File: src/rtl/mseq_pkg.sv
package mseq_pkg;

    typedef enum logic [1:0] {
        BR_JUMP = 2'd0,
        BR_CALL = 2'd1,
        BR_RET  = 2'd2,
        BR_MAP  = 2'd3
    } br_mode_e;

    typedef enum logic [1:0] {
        CD_TRUE = 2'd0,
        CD_SIGN = 2'd1,
        CD_IND  = 2'd2,
        CD_ZERO = 2'd3
    } cond_sel_e;

    typedef enum logic [1:0] {
        SRC_INC = 2'd0,
        SRC_AD  = 2'd1,
        SRC_RET = 2'd2,
        SRC_MAP = 2'd3
    } src_sel_e;

    typedef struct packed {
        logic sign;
        logic indirect;
        logic acc_zero;
    } status_t;

    typedef struct packed {
        src_sel_e src;
        logic     load_ret;
    } seq_ctl_t;

    function automatic seq_ctl_t decode_ctl(input br_mode_e mode, input logic t);
        seq_ctl_t c;
        logic i1, i0;
        i1 = mode[1];
        i0 = mode[0];
        c.src      = src_sel_e'({i1, (i1 & i0) | (~i1 & t)});
        c.load_ret = ~i1 & i0 & t;
        return c;
    endfunction

endpackage

File: src/rtl/mseq_cond_sel.sv
module mseq_cond_sel
    import mseq_pkg::*;
(
    input  cond_sel_e cd,
    input  status_t   stat,
    output logic      t
);
    always_comb begin
        case (cd)
            CD_TRUE: t = 1'b1;
            CD_SIGN: t = stat.sign;
            CD_IND:  t = stat.indirect;
            CD_ZERO: t = stat.acc_zero;
            default: t = 1'b0;
        endcase
    end
endmodule

File: src/rtl/mseq_next_sel.sv
module mseq_next_sel
    import mseq_pkg::*;
(
    input  br_mode_e mode,
    input  logic     t,
    output seq_ctl_t ctl
);
    always_comb ctl = decode_ctl(mode, t);
endmodule

File: src/rtl/mseq_addr_mux.sv
module mseq_addr_mux
    import mseq_pkg::*;
#(
    parameter int CAR_W = 7,
    parameter int OPC_W = 4
) (
    input  src_sel_e           src,
    input  logic [CAR_W-1:0]   cur,
    input  logic [CAR_W-1:0]   ad,
    input  logic [CAR_W-1:0]   ret,
    input  logic [OPC_W-1:0]   opc,
    output logic [CAR_W-1:0]   inc,
    output logic [CAR_W-1:0]   nxt
);
    localparam int PAD_W = CAR_W - OPC_W - 2;

    logic [CAR_W-1:0] mapped;

    generate
        if (PAD_W > 0) begin : g_pad
            assign mapped = {{PAD_W{1'b0}}, opc, 2'b00};
        end else begin : g_nopad
            assign mapped = {opc, 2'b00};
        end
    endgenerate

    assign inc = cur + CAR_W'(1);

    always_comb begin
        case (src)
            SRC_INC: nxt = inc;
            SRC_AD:  nxt = ad;
            SRC_RET: nxt = ret;
            SRC_MAP: nxt = mapped;
            default: nxt = inc;
        endcase
    end
endmodule

File: src/rtl/micro_seq.sv
module micro_seq
    import mseq_pkg::*;
#(
    parameter int CAR_W      = 7,
    parameter int OPC_W      = 4,
    parameter int FETCH_ADDR = 64
) (
    input  logic             clk,
    input  logic             rst,
    input  logic [CAR_W-1:0] addr_field,
    input  logic [1:0]       br_mode,
    input  logic [1:0]       cond_sel,
    input  logic             flag_sign,
    input  logic             flag_indirect,
    input  logic             flag_acc_zero,
    input  logic [OPC_W-1:0] opcode,
    output logic [CAR_W-1:0] car
);
    localparam logic [CAR_W-1:0] FETCH_V = CAR_W'(FETCH_ADDR);

    status_t          stat;
    logic             t_cond;
    seq_ctl_t         ctl;
    logic [CAR_W-1:0] sbr;
    logic [CAR_W-1:0] inc_addr;
    logic [CAR_W-1:0] nxt_addr;

    assign stat = '{sign: flag_sign, indirect: flag_indirect, acc_zero: flag_acc_zero};

    mseq_cond_sel u_cond (
        .cd   (cond_sel_e'(cond_sel)),
        .stat (stat),
        .t    (t_cond)
    );

    mseq_next_sel u_sel (
        .mode (br_mode_e'(br_mode)),
        .t    (t_cond),
        .ctl  (ctl)
    );

    mseq_addr_mux #(.CAR_W(CAR_W), .OPC_W(OPC_W)) u_mux (
        .src (ctl.src),
        .cur (car),
        .ad  (addr_field),
        .ret (sbr),
        .opc (opcode),
        .inc (inc_addr),
        .nxt (nxt_addr)
    );

    always_ff @(posedge clk) begin
        if (rst) begin
            car <= FETCH_V;
            sbr <= '0;
        end else begin
            car <= nxt_addr;
            if (ctl.load_ret) sbr <= inc_addr;
        end
    end
endmodule

File: config.mk
export PLATFORM = sky130hd
export DESIGN_NAME = micro_seq
export DESIGN_NICKNAME = d
export VERILOG_FILES = /design/src/rtl/mseq_pkg.sv /design/src/rtl/mseq_cond_sel.sv /design/src/rtl/mseq_next_sel.sv /design/src/rtl/mseq_addr_mux.sv /design/src/rtl/micro_seq.sv
export SDC_FILE = /design/constraint.sdc
export NUM_CORES = 1
export LEC_CHECK = 0
export CORE_MARGIN = 10
export CORE_UTILIZATION = 30
export CTS_CLUSTER_DIAMETER = 60
export DETAILED_ROUTE_END_ITERATION = 12
export SYNTH_ARGS = -nofsm -noshare
export SYNTH_HDL_FRONTEND = slang
export SYNTH_SLANG_ARGS = --single-unit
File: constraint.sdc
create_clock -name clk -period 2 [get_ports clk]
set_clock_uncertainty 0.2 [all_clocks]
set_input_delay 0.3 -clock clk [delete_from_list [all_inputs] [get_ports clk]]
set_output_delay 0.3 -clock clk [all_outputs]
set_load 0.02 [all_outputs]
==> load_flow_metrics.sql, run 1 <==
INSERT INTO impl_metrics (metric_group, metric, value, unit) VALUES
('cts', 'cts.repair_timing.setup_buffer_count', '0', ''),
('global_routing', 'antenna_found_initial', '0', ''),
('cts', 'cts.repair.resized', '0', ''),
('pwr', 'p_per_area', '622', 'mW/mm^2'),
('drt', 'wirelength', '2200', 'um'),
('synth', 'synth_top_cells_by_area', 'sky130_fd_sc_hd__dfxtp_1, sky130_fd_sc_hd__mux2i_1, sky130_fd_sc_hd__a21oi_1, sky130_fd_sc_hd__xor2_1, sky130_fd_sc_hd__a211oi_1', ''),
('placed_design', 'port-buffer-count', '26', ''),
('sta', 'grt_setup_unrepaired', 'no', ''),
('critical_path', 'critical_path.top_delay_family', 'buffers and inverters', ''),
('drt', 'drt_pass1_iterations', '4', ''),
('finish', 'finish.net_count', '138', ''),
('global_routing', 'total_routing_resource_utilization_after_global_routing', '9.16', '%'),
('drt', 'wl_per_cell', '15.1', 'um'),
('synth', 'yosysTopAreaCell', 'sky130_fd_sc_hd__dfxtp_1', ''),
('sta', 'fin_worst_hold_slack', '0.295', 'ns'),
('synth', 'yosys-top-cells-count', 'sky130_fd_sc_hd__dfxtp_1, sky130_fd_sc_hd__nor2_1, sky130_fd_sc_hd__a21oi_1, sky130_fd_sc_hd__mux2i_1', ''),
('finish', 'drive_above_1_share', '19.0', '%'),
('cts', 'ctsLongestPathBuffers', '2', ''),
('finish', 'antennaDiodeCount', '0', ''),
('cts', 'h-tree-depth', '1', ''),
('synth', 'netlist.area_leader.share', '37.4', '%'),
('global_routing', 'grt_pass1_wl', '3770', 'um'),
('critical_path', 'crit_chain', 'clkdlybuf4s50_1', ''),
('global_routing', 'grt_use_met1', '11.3', '%'),
('critical_path', 'ff2ff_path_depth', '4', ''),
('placed_design', 'placed_area', '0.00111', 'mm^2'),
('critical_path', 'setup.worst_path.start_class', 'flop', ''),
('flow_run', 'drv_cap', '0', ''),
('cts', 'clk-insertion-delay-late', '0.28', 'ns'),
('drt', 'remaining_number_of_nets_flagged_by_the_antenna_check_after_routing', '0', ''),
('sta', 'setup_viol', '0', ''),
('critical_path', 'worst_setup_path_startpoint', 'car[0]', ''),
('drt', 'drt-initial-drc-count', '43', ''),
('floorplanning', 'fp-row-count', '18', ''),
('floorplanning', 'die_h', '70.0', 'um'),
('sta', 'slew_headroom', '72.1', '%'),
('cts', 'cts-hold-fix-buffers', '0', ''),
('critical_path', 'regToRegSetupSlack', '0.37', 'ns'),
('cts', 'clock-root-buffer', 'sky130_fd_sc_hd__clkbuf_4', ''),
('critical_path', 'critPathCaptureType', 'primary output', ''),
('synth', 'synth_sequential_area_ratio', '37.4', '%'),
('worst_hold_path', 'startpoint_of_the_tightest_hold_check_path', 'sbr[0]', ''),
('synth', 'count_of_warnings_emitted_by_yosys', '0', ''),
('cts', 'clock_tree_from_tritoncts', 'built', ''),
('finish', 'sequential_cell_area', '280', 'um^2'),
('drt', 'vias', '739', ''),
('worst_hold_path', 'min-delay-path-class', 'flop to flop', ''),
('synth', 'synthesis.area', '749', 'um^2'),
('sta', 'achievable-frequency', '526', 'MHz'),
('floorplanning', 'placeableCoreArea', '0.00243', 'mm^2'),
('pwr', 'cell_leakage_power', '0.451', 'nW'),
('critical_path', 'reg2reg_to', 'car[2]', ''),
('sta', 'post-route-period-util', '95.1', '%'),
('placed_design', 'gpl.final_weighted_congestion', '0.828', ''),
('critical_path', 'worst-endpoint-required', '1.50', 'ns'),
('sta', 'worst_slew_pin_slew', '0.407', 'ns'),
('floorplanning', 'floorplan.initialDensity', '30.8', '%'),
('finish', 'nFillCells', '239', ''),
('synth', 'synth_cells', '79', ''),
('global_routing', 'gr_met2_demand_resource', '14.8', '%'),
('outcome', 'outcome', 'finished clean', ''),
('floorplanning', 'floorplan.die_area', '0.00490', 'mm^2'),
('critical_path', 'cpMaxStageDelayCell', 'sky130_fd_sc_hd__clkdlybuf4s50_1', ''),
('floorplanning', 'ios', '27', ''),
('sta', 'fin_hold_viols', '0', ''),
('drt', 'post_drt_via_cell_ratio', '5.06', ''),
('synth', 'synth.net_count', '100', ''),
('synth', 'synth_seq_cells', '14', ''),
('sta', 'finalWorstPathRequiredPeriod', '1.90', 'ns'),
('finish', 'area_delta_synth_final', '52.8', '%'),
('sta', 'fin_tns_setup', '0', 'ns');
## how the worst max path moves through the flow
stage,depth (start not counted),end
5_1_grt,1,car[0]
2_1_floorplan,5,sbr[3]
6_report,1,car[0]
3_3_place_gp,6,car[5]
3_5_place_dp,6,car[5]
4_1_cts,1,car[0]
## cells in the final DEF (no fill, tap or decap), types with 2 or more instances in the layout
master,Yosys,routed
sky130_fd_sc_hd__o31ai_1,2,2
sky130_fd_sc_hd__dfxtp_1,14,14
sky130_fd_sc_hd__mux2i_1,7,7
sky130_fd_sc_hd__buf_4,0,12
sky130_fd_sc_hd__nor2_1,8,8
sky130_fd_sc_hd__a221oi_1,2,2
sky130_fd_sc_hd__clkdlybuf4s50_1,0,26
sky130_fd_sc_hd__inv_1,3,3
sky130_fd_sc_hd__xor2_1,4,4
sky130_fd_sc_hd__nand3_1,4,4
sky130_fd_sc_hd__a21oi_1,7,7
sky130_fd_sc_hd__a211oi_2,2,2
sky130_fd_sc_hd__and3_1,2,2
sky130_fd_sc_hd__clkbuf_4,0,3
sky130_fd_sc_hd__a211oi_1,4,4
sky130_fd_sc_hd__o21ai_0,2,2
## registers in the layout, summed over array words and instances (netlist names)
name  flops
car       7
sbr       7
## logic make-up after synthesis
| kind of cell | Yosys count | synth area share [%] |
|---|---|---|
| muxes | 7 | 9.35 |
| buffers and inverters | 8 | 5.34 |
| adders and majority gates | 1 | 1.67 |
| DFF | 14 | 37.4 |
| xor gates and xnor gates | 5 | 5.84 |
| and+or+nand+nor | 18 | 12.2 |
| AOI/OAI and AO/OA | 26 | 28.2 |
## final cells by class
| class | count | share of cell area, % |
|---|---|---|
| Multi-Input combinational cell | 57 | 37.5 |
| Timing Repair Buffer | 38 | 30.6 |
| Sequential cell | 14 | 24.5 |
| Tap cell | 30 | 3.28 |
| Clock buffer | 4 | 3.17 |
| Inverter | 3 | 0.984 |
## routing by layer
metal / share of wire, % / vias to the layer above
met5: 0 / -
met4: 0.95 / 0
met3: 5.4 / 2
met2: 47 / 27
met1: 47 / 339
li1: - / 371
## per-stage QoR
stage | worst slack, ns | total power [W]
6_report | 0.0984 | 0.000712
5_1_grt | 0.00751 | 0.000755
4_1_cts | 0.0742 | 0.000719
3_5_place_dp | -0.134 | 0.000512
3_3_place_gp | -0.132 | 0.000511
2_1_floorplan | 0.412 | 0.000412
## where the power goes
part / switching [W] / internal (W)
clock network: 0.0000953 / 0.000111
logic: 0.0000827 / 0.000105
registers: 0.0000187 / 0.000300
total: 0.000197 / 0.000515
Power figures use the tool's default switching activity.
==> inputs of run 2 (changes only) <==
--- a/config.mk
+++ b/config.mk
@@ -7,6 +7,7 @@
 export LEC_CHECK = 0
 export CORE_MARGIN = 10
 export CORE_UTILIZATION = 30
+export CTS_BUF_LIST = sky130_fd_sc_hd__clkbuf_8
 export CTS_CLUSTER_DIAMETER = 60
 export DETAILED_ROUTE_END_ITERATION = 12
 export SYNTH_ARGS = -nofsm -noshare
==> run 2 against run 1 <==
  * Utilization up 1.2 points
  * Global-route usage grew 0.11 points
  * Wire length up 1.4%
  * Largest cell class unchanged
  * Critical path type is now primary input to flop
==> load_flow_metrics.sql, run 2 (synthesis results as in run 1) <==
INSERT INTO impl_metrics (metric_group, metric, value, unit) VALUES
('outcome', 'outcome', 'finished clean', ''),
('sta', 'slew_headroom', '73.8', '%'),
('sta', 'setup_slack', '0.105', 'ns'),
('pwr', 'internal_power', '0.000581', 'W'),
('global_routing', 'via_count_of_the_first_global_routing_pass', '764', ''),
('global_routing', 'total_routing_resource_utilization_after_global_routing', '9.28', '%'),
('global_routing', 'grt_pass1_wl', '3750', 'um'),
('worst_hold_path', 'min-delay-path-class', 'flop to flop', ''),
('cts', 'worst_setup_hold_path_clk_slew', '0.06', 'ns'),
('placed_design', 'port-buffer-count', '26', ''),
('critical_path', 'cpMaxStageDelayCell', 'sky130_fd_sc_hd__clkdlybuf4s50_1', ''),
('worst_hold_path', 'startpoint_of_the_tightest_hold_check_path', 'sbr[0]', ''),
('floorplanning', 'floorplan.initialDensity', '30.8', '%'),
('critical_path', 'critical_path.n_buffers_inverters', '1', ''),
('sta', 'finalWorstPathRequiredPeriod', '1.90', 'ns'),
('sta', 'worst_slew_pin_slew', '0.383', 'ns'),
('drt', 'remaining_number_of_nets_flagged_by_the_antenna_check_after_routing', '0', ''),
('cts', 'cts-hold-fix-buffers', '0', ''),
('floorplanning', 'die_h', '70.0', 'um'),
('drt', 'post_drt_via_cell_ratio', '5.15', ''),
('pwr', 'p_seq_share', '40.4', '%'),
('finish', 'area_delta_synth_final', '56.6', '%'),
('cts', 'cts.repair_timing.setup_buffer_count', '0', ''),
('sta', 'setup_viol', '0', ''),
('drt', 'vias', '752', ''),
('drt', 'drt_pass1_iterations', '4', ''),
('finish', 'layout.cells.most_common_list', 'sky130_fd_sc_hd__clkdlybuf4s50_1, sky130_fd_sc_hd__dfxtp_1, sky130_fd_sc_hd__buf_4', ''),
('finish', 'mostFrequentLayoutCell', 'sky130_fd_sc_hd__clkdlybuf4s50_1', ''),
('global_routing', 'antenna_found_initial', '0', ''),
('sta', 'fin_tns_setup', '0', 'ns'),
('floorplanning', 'ios', '27', ''),
('sta', 'fin_hold_viols', '0', ''),
('critical_path', 'cpPeakStageDelay', '0.61', 'ns'),
('finish', 'nFillCells', '236', ''),
('critical_path', 'critical_path.top_delay_family', 'compound AO/OA/AOI/OAI gates', ''),
('drt', 'drcViolationCount', '0', ''),
('placed_design', 'gpl.final_weighted_congestion', '0.828', ''),
('critical_path', 'worst_setup_path_startpoint', 'cond_sel[0]', ''),
('critical_path', 'regToRegSetupSlack', '0.39', 'ns'),
('critical_path', 'critPathKind', 'primary input to flop', ''),
('finish', 'drive_above_1_share', '19.8', '%'),
('critical_path', 'worstPathMaxFanout', '7', ''),
('critical_path', 'crit_arrival', '1.89', 'ns'),
('critical_path', 'ff2ff_path_depth', '4', ''),
('floorplanning', 'placeableCoreArea', '0.00243', 'mm^2'),
('global_routing', 'grt-ovfl-total', '0', ''),
('finish', 'finish.net_count', '138', ''),
('sta', 'post-route-period-util', '94.8', '%'),
('critical_path', 'reg2reg_to', 'car[2]', ''),
('placed_design', 'dpl_cells', '142', ''),
('cts', 'clock_tree_from_tritoncts', 'built', ''),
('sta', 'drv_slew', '0', ''),
('drt', 'drt-initial-drc-count', '27', ''),
('cts', 'h-tree-depth', '1', ''),
('sta', 'achievable-frequency', '528', 'MHz'),
('floorplanning', 'fp.dieW', '70.0', 'um'),
('finish', 'layoutNonFillerInstCount', '146', ''),
('pwr', 'ir_worst_vdd', '427', 'uV'),
('pwr', 'sw_frac_of_total', '26.2', '%'),
('cts', 'cts_inserted_buffers', '3', ''),
('pwr', 'comb_power_share', '24.2', '%'),
('floorplanning', 'floorplan.die_area', '0.00490', 'mm^2'),
('cts', 'ctsLongestPathBuffers', '2', ''),
('finish', 'antennaDiodeCount', '0', ''),
('critical_path', 'worst-endpoint-required', '1.99', 'ns'),
('critical_path', 'critPathCaptureType', 'flop', ''),
('flow_run', 'drv_cap', '0', ''),
('pwr', 'clockPowerShare', '35.3', '%'),
('worst_hold_path', 'worstHoldEndpoint', 'sbr[0]', ''),
('cts', 'clock-root-buffer', 'sky130_fd_sc_hd__clkbuf_8', ''),
('finish', 'biggestRegsByFlops', 'car (7), sbr (7)', ''),
('cts', 'clk-insertion-delay-late', '0.25', 'ns'),
('pwr', 'total_switching_power', '0.000207', 'W'),
('critical_path', 'crit_chain', 'clkdlybuf4s50_1, nor3b_4, a22o_2, a221oi_1, o31a_1', ''),
('drt', 'wl_per_cell', '15.3', 'um'),
('cts', 'cts.sinks', '14', ''),
('placed_design', 'detailedPlace.worstSlack', '-0.134', 'ns'),
('worst_hold_path', 'hold_depth', '2', ''),
('sta', 'grt_setup_unrepaired', 'no', ''),
('critical_path', 'setup.worst_path.start_class', 'primary input', ''),
('critical_path', 'regToRegStartpoint', 'car[0]', ''),
('global_routing', 'grt_start_max_net_pins', '9', ''),
('drt', 'wirelength', '2230', 'um'),
('floorplanning', 'fp-row-count', '18', ''),
('pwr', 'cell_leakage_power', '0.460', 'nW'),
('placed_design', 'place.detailed.hpwl', '1780', 'um'),
('pwr', 'p_per_area', '671', 'mW/mm^2');
[run 2: metrics by stage]
step / util (%) / hold slack [ns] / instance area [um^2] / total power (W)
3_3_place_gp: 45.6 / 0.279 / 1110 / 0.000511
6_report: 48.3 / 0.291 / 1170 / 0.000788
2_1_floorplan: - / 0.232 / 749 / 0.000412
5_1_grt: 48.3 / 0.337 / 1170 / 0.000828
3_5_place_dp: 45.6 / 0.288 / 1110 / 0.000512
4_1_cts: 47.8 / 0.297 / 1160 / 0.000794
[run 2: worst reg2reg max path: cells and delay by family (launching register included)]
family / cells / cell delay [ns]
compound gates: 2 / 0.53
flops: 1 / 0.45
fa+ha+maj: 1 / 0.26
xor+xnor: 1 / 0.12
[run 2: timing repair]
action,4_1_cts,5_1_grt
endpoints found under the setup margin,0,1
resized for setup,0,2
endpoints found under the hold margin,0,0
[run 2: metal layers]
metal | GRT usage (%) | wire length (um)
met5 | 0 | 0
met2 | 14.7 | 1060
met1 | 11.2 | 988
met4 | 4.61 | 40
met3 | 2.40 | 140
[run 2: power groups by stage]
stage,logic (W),clock network (W),registers (W)
6_report,0.000191,0.000278,0.000319
3_3_place_gp,0.000187,0,0.000324
3_5_place_dp,0.000188,0,0.000324
2_1_floorplan,0.0000774,0,0.000335
5_1_grt,0.000208,0.000299,0.000322
4_1_cts,0.000189,0.000287,0.000319
[run 2: final cells by class]
cell class                 instances  area, um^2  area share [%]
multi-input combinational         57         439            37.4
inverter                           3        11.3           0.959
clock buffer                       4        55.1            4.69
tap                               30        37.5            3.20
timing repair buffer              38         350            29.9
sequential                        14         280            23.9
[run 2: worst max path at each step]
stage,end,slack (ns),cells past startpoint
6_report,car[2],0.10,5
5_1_grt,car[5],0.02,6
4_1_cts,car[5],0.11,6
3_5_place_dp,car[5],-0.13,6
3_3_place_gp,car[5],-0.13,6
2_1_floorplan,sbr[3],0.41,5
==> inputs of run 3 (changes only) <==
--- a/config.mk
+++ b/config.mk
@@ -8,7 +8,6 @@
 export CORE_MARGIN = 10
 export CORE_UTILIZATION = 30
 export CTS_BUF_LIST = sky130_fd_sc_hd__clkbuf_8
-export CTS_CLUSTER_DIAMETER = 60
 export DETAILED_ROUTE_END_ITERATION = 12
 export SYNTH_ARGS = -nofsm -noshare
 export SYNTH_HDL_FRONTEND = slang
==> results of run 3 <==
The final DEF is identical to that of run 2; final timing and power are the same.
